**src/rtl/seqjump_pkg.sv**
```systemverilog
package seqjump_pkg;
    localparam int CNT_W   = 4;
    localparam int N_JUMPS = 3;
    localparam int SEQ_LEN = 9;

    typedef logic [CNT_W-1:0] code_t;

    // Codes where the increment is replaced by a load, and the loaded value.
    localparam code_t JMP_SRC [N_JUMPS] = '{4'd2, 4'd10, 4'd7};
    localparam code_t JMP_DST [N_JUMPS] = '{4'd8, 4'd6,  4'd15};

    function automatic logic in_cycle(code_t c);
        return (c == 4'd15) || (c <= 4'd2) || (c >= 4'd6 && c <= 4'd10);
    endfunction
endpackage

```
**src/rtl/bincnt_core.sv**
```systemverilog
module bincnt_core #(
    parameter int           W       = 4,
    parameter logic [W-1:0] RST_VAL = '1
) (
    input  logic         clk,
    input  logic         rst,
    input  logic         en,
    input  logic         ld,
    input  logic [W-1:0] ld_val,
    output logic [W-1:0] q
);
    typedef struct packed {
        logic [W-1:0] cnt;
    } core_st_t;

    core_st_t st_d, st_q;

    always_comb begin
        st_d = st_q;
        if (en) begin
            if (ld) st_d.cnt = ld_val;
            else    st_d.cnt = st_q.cnt + 1'b1;
        end
    end

    always_ff @(posedge clk) begin
        if (rst) st_q.cnt <= RST_VAL;
        else     st_q     <= st_d;
    end

    assign q = st_q.cnt;

    // Load takes priority over increment; a wrap needs no load
    assert_load_wins_R4: assert property (@(posedge clk) disable iff (rst)
        (en && ld) |=> (q == $past(ld_val)));
    assert_incr_wrap_R2: assert property (@(posedge clk) disable iff (rst)
        (en && !ld) |=> (q == W'($past(q) + 1'b1)));
    assert_hold_R7: assert property (@(posedge clk) disable iff (rst)
        (!en) |=> $stable(q));
endmodule

```
**src/rtl/jump_decode.sv**
```systemverilog
module jump_decode
    import seqjump_pkg::*;
(
    input  code_t cur,
    output logic  ld,
    output code_t tgt
);
    logic [N_JUMPS-1:0] hit;

    for (genvar i = 0; i < N_JUMPS; i++) begin : g_src
        assign hit[i] = (cur == JMP_SRC[i]);
    end

    always_comb begin
        ld  = |hit;
        tgt = '0;
        for (int i = 0; i < N_JUMPS; i++) begin
            if (hit[i]) tgt = tgt | JMP_DST[i];
        end
    end

    // At most one jump source can match a given count
    always_comb begin
        assert_one_jump_R9: assert ($onehot0(hit));
    end
endmodule

```
**src/rtl/seqjump_counter.sv**
```systemverilog
module seqjump_counter
    import seqjump_pkg::*;
#(
    parameter logic [3:0] INIT_CODE = 4'd15
) (
    input  logic       clk,
    input  logic       rst,
    input  logic       en,
    output logic [3:0] count
);
    logic  jmp_ld;
    code_t jmp_val;
    code_t cnt_q;

    jump_decode u_dec (
        .cur (cnt_q),
        .ld  (jmp_ld),
        .tgt (jmp_val)
    );

    bincnt_core #(
        .W       (CNT_W),
        .RST_VAL (INIT_CODE)
    ) u_core (
        .clk    (clk),
        .rst    (rst),
        .en     (en),
        .ld     (jmp_ld),
        .ld_val (jmp_val),
        .q      (cnt_q)
    );

    assign count = cnt_q;

    assert_reset_R1: assert property (@(posedge clk)
        rst |=> (count == INIT_CODE));
    assert_jump_2_R4: assert property (@(posedge clk) disable iff (rst)
        (en && count == 4'd2) |=> (count == 4'd8));
    assert_jump_10_R5: assert property (@(posedge clk) disable iff (rst)
        (en && count == 4'd10) |=> (count == 4'd6));
    assert_jump_7_R6: assert property (@(posedge clk) disable iff (rst)
        (en && count == 4'd7) |=> (count == 4'd15));
    assert_stay_in_cycle_R9: assert property (@(posedge clk) disable iff (rst)
        (in_cycle(count)) |=> in_cycle(count));
    assert_climb_R8: assert property (@(posedge clk) disable iff (rst)
        (en && !in_cycle(count)) |=> (count == 4'($past(count) + 1'b1)));
endmodule

```
**config.mk**
```make
export PLATFORM = sky130hd
export DESIGN_NAME = seqjump_counter
export DESIGN_NICKNAME = d
export VERILOG_FILES = /design/src/rtl/seqjump_pkg.sv /design/src/rtl/bincnt_core.sv /design/src/rtl/jump_decode.sv /design/src/rtl/seqjump_counter.sv
export SDC_FILE = /design/constraint.sdc
export NUM_CORES = 1
export LEC_CHECK = 0
export BUFFER_PORTS_ARGS = -buffer_cell sky130_fd_sc_hd__buf_2
export CORE_AREA = 2 2 39 41
export CTS_CLUSTER_DIAMETER = 50
export DETAILED_ROUTE_END_ITERATION = 10
export DIE_AREA = 0 0 41 43
export SLEW_MARGIN = 20
export SYNTH_ARGS = -nofsm -noshare
export SYNTH_HDL_FRONTEND = slang
export SYNTH_SLANG_ARGS = --single-unit
```
**constraint.sdc**
```tcl
create_clock -name clk -period 1.4 [get_ports clk]
set_clock_uncertainty 0.15 [all_clocks]
set_input_delay 0.21 -clock clk [delete_from_list [all_inputs] [get_ports clk]]
set_output_delay 0.21 -clock clk [all_outputs]
set_load 0.02 [all_outputs]
```
Word level (Yosys, flattened, before mapping)
Index checks and enable logic that the tools add are counted.

cells by class
  add/sub/neg operators = 1
  equal/unequal tests = 3
  mux-type cells = 4
  reduce and logical (&&, ||, !) cells = 1

operator list
  operator                                        number
  two-way mux 4 bit                               3
  adder 4 x 1 -> 4 bit (second input constant)    1
  == test 4 x 2 -> 1 bit (second input constant)  1
  == test 4 x 3 -> 1 bit (second input constant)  1
  == test 4 bit (second input constant)           1
  two-way mux 3 bit                               1
  OR reduction 3 bit                              1

storage, ports and cells
  register bits after elaboration = 4
  input port bits = 3
  output and inout bits = 4

Longest topological paths before layout
  depth after elaboration = 5
  depth in mapped cells = 5
  mapped depth without buffers = 5

Hierarchy
Synthesis repeated with hierarchy kept, for this count alone.

unflattened totals
  cell total of the unflattened synthesis = 33
  area, all modules = 296.5 um^2

modules (own cells, without submodules)
  module       times used  cells an instance  area each (um^2)  seq. area each (um^2)
  bincnt_core  1           26                 237.7             80.1
  jump_decode  1           7                  58.8              0.0

Worst setup path after synthesis
No wires, ideal clock.

  path kind = register to register
  from = register u_core.st_q (netlist bit u_core.q[0])
  to = register u_core.st_q (netlist bit u_core.q[3])
  arrival time = 1303 ps
  data required time = 1130 ps
  path slack = -173 ps
  cell stages (with the launch flop) = 6
  cell sequence = dfxtp_1 -> inv_1 -> ha_1 -> o21ai_0 -> a311oi_1 -> a211o_1

between the ends
  longest elaborated chain between the ends = 4
  elaborated cells on any way between the ends = 8

RTL lines
  item                            RTL line           text
  start: declaration              bincnt_core.sv:16  core_st_t st_d, st_q;
  start signal: assignment        bincnt_core.sv:28  else st_q <= st_d;
  == test 4 x 2 -> 1 bit          jump_decode.sv:11  assign hit[i] = (cur == JMP_SRC[i]);
  two-way mux 4 bit (2 in a row)  jump_decode.sv:18  if (hit[i]) tgt = tgt | JMP_DST[i];
  two-way mux 4 bit *             bincnt_core.sv:21  if (ld) st_d.cnt = ld_val;

Mark *: on every way between the ends. The rest lies on a longest branch, timed or not.
A chain may end at the register's enable or synchronous reset.

Final worst setup path
  from = register u_core.st_q (netlist bit u_core.q[0])
  to = register u_core.st_q (netlist bit u_core.q[2])

between the ends
  longest elaborated chain between the ends = 4
  elaborated cells on any way between the ends = 8

RTL lines
  item                 RTL line
  == test 4 bit        jump_decode.sv:11
  two-way mux 3 bit    jump_decode.sv:18
  two-way mux 4 bit    jump_decode.sv:18
  two-way mux 4 bit *  bincnt_core.sv:21

Marked as above.

==> impl_results.md <==
- Max-slew violation count: 0
- Global route total overflow: 0
- R2r setup slk: 0.04 ns
- Detailed Route Iter0 Violations: 2
- Critical Path RT: 1.37 ns
- Seq/Total Area, Yosys: 31.68%
- CP startpoint: u_core.q[0]$_SDFFE_PP1P_
- Fmax: 0.7342 GHz
- Worst R2R Path Depth: 5
- Crit share post-route: 97.28%
- Core area: 0.001384 mm^2
- Crit path DAT: 1.33 ns
- Layout cells sized above 1: 36.59%
- Layout area overhead: 41.09%
- Synth unique cells: 18
- Max Cap Viol: 0
- Post-route setup slack: 0.03803 ns
- Yosys warnings: 0
- Crit. End Element: register
- Max incr delay on CP: 0.34 ns
- Synthesized area: 252.7 um^2
- Via count: 255
- Total clock sinks: 4
- Most frequent cells in the layout: buf_2, nand2_1, o21ai_0, clkbuf_4
- RSZ-0062 raised after global routing: false
- DIE WIDTH: 41 um
- CTS tree: yes
- Setup Slack @ Placement: 0.00005729 ns
- Hold Crit Depth: 2
- Type of the most critical hold path: primary input to register
- Relative slew slack: 82.99%
- HP Start: rst
- Top cell type's share of synthesized area: 31.68%
- Die Y: 43 um
- Number of global-route vias before repair: 247
- Wire per inst: 10.23 um
- Final Hold Fails: 0
- Clk_lat worst skew: 0.24 ns
- Maximum number of pins on one net before global-route repair: 10
- Fin Setup TNS: 0 ns
- Antenna-violating nets left: 0
- Routability Congestion: 0.7486
- CP max stage cell: dfxtp_4
- Die area: 0.001763 mm^2
- Mapped Cells: 30
- Max VDD drop: 348.3 uV
- Setup Viol. Count Final: 0
- Hold_buf cts: 0
- DRT Wirelength: 583 um
- First-pass GRT wire length: 945 um
- Port Buf Inserts: 6
- Commonest non-fill, non-tap cell in the layout: buf_2
- Remaining DRCs: 0
- P per Cell Area: 1246 mW/mm^2
- Std cell rows: 14
- Hold worst-path end: u_core.q[3]$_SDFFE_PP1P_
- CTS buffer count: 3
- Cell-by-cell trace of the critical path: inv_2, ha_4, mux2_2, a21oi_1, o21bai_1
- Initial Util: 18.26%
- Iteration count of the initial detailed-routing pass: 2
- Static Leak: 0.1561 nW
- Diode count: 0
- Post-Syn Area per Cell: 8.425 um^2
- CTS root buf: clkbuf_4
- Initial antenna violation count: 0
- Worst reg2reg path endpoint: u_core.q[2]$_SDFFE_PP1P_
- Setup repair bufs after CTS: 0
- R2r startpoint: u_core.q[0]$_SDFFE_PP1P_
- Crit path buf inv count: 1
- Leading area contributor after synthesis: dfxtp_1
- Worst-path clk slew: 0.04 ns
- Status: finished clean
- Post-Syn Nets: 35
- CP top delay family: flip-flops
- H-tree Lvls: 1
- Crit Path Class: register to register
- Top Ports: 7
- Detail Placement HPWL: 451.8 um
- Max FO, Critical Path: 5
- DR vias/cell: 4.474
- Top cells by area, synth: dfxtp_1, ha_1, o21ai_0
- Crit start category: register
- Max FFs per register: 4
- Final Critical Period: 1.362 ns
- Slew at the pin with the worst max-slew slack: 0.2525 ns
- Tot GR Track Use: 8.626%
- Fin nets: 47
- Clk buf depth: 2
- Yosys reg bits: 4
## cells in the mapped netlist (all sizes together)
cell type  count
a311o          1
o21ai          5
and2b          1
nand3b         1
inv            2
nor2b          1
a311oi         1
dfxtp          4
o21bai         2
ha             2
and3           1
a211o          1
o32a           1
nor2           2
nand2          3
a21oi          1
mux2           1
## worst max path at each step
stage	to	cells past startpoint	slack, ns
CTS	u_core.q[2]$_SDFFE_PP1P_	5	0.03
finish	u_core.q[2]$_SDFFE_PP1P_	5	0.04
global route	u_core.q[2]$_SDFFE_PP1P_	5	0.002
global placement	u_core.q[2]$_SDFFE_PP1P_	5	0.01
detailed placement	u_core.q[2]$_SDFFE_PP1P_	5	0.00006
floorplan	u_core.q[2]$_SDFFE_PP1P_	5	0.0006
## routing by layer
| metal | share of wire (%) | track usage, % | vias up |
|---|---|---|---|
| li1 | - | - | 135 |
| met1 | 41 | 7.372 | 118 |
| met2 | 54 | 13.13 | 2 |
| met3 | 4.3 | 4.712 | 0 |
| met4 | 0 | 8.000 | 0 |
| met5 | 0 | 0 | - |
## cell type report
type,count,area [um^2]
multi-input cells,24,177.7
flip-flops and latches,4,87.58
clock buffers,4,26.28
fillers,149,1027
inverters,2,7.507
repair buffers,7,37.54
well taps,16,20.02
## stage by stage
stage / instance area [um^2] / power, mW / instances / utilization, % / hold slack (ns)
2_1_floorplan: 262.8 / 0.2391 / 30 / - / 0.1544
3_3_place_gp: 320.3 / 0.2799 / 53 / 23.15 / 0.3179
3_5_place_dp: 320.3 / 0.2809 / 53 / 23.15 / 0.3261
4_1_cts: 356.6 / 0.4521 / 57 / 25.77 / 0.08416
5_1_grt: 356.6 / 0.4753 / 57 / 25.77 / 0.09326
6_report: 356.6 / 0.4442 / 57 / 25.77 / 0.08800
## logic make-up after synthesis
kind of cell | Yosys count | synth area share [%]
compound gates | 12 | 32.67
simple gates | 9 | 18.32
fa+ha+maj | 2 | 9.899
flops | 4 | 31.68
mux | 1 | 4.455
buf+inv | 2 | 2.971
## power by group
part | total, mW | switching (mW) | internal, mW
Sequential | 0.156 | 0.0245 | 0.131
Clock | 0.156 | 0.0491 | 0.107
Combinational | 0.132 | 0.0693 | 0.0630
## timing repair
| item | CTS | global route |
|---|---|---|
| gates cloned | 0 | 0 |
| pin swaps | 0 | 1 |
| endpoints found under the setup margin | 1 | 2 |
| resized for setup | 1 | 1 |
Note: power is estimated with default switching activity, not from simulation.
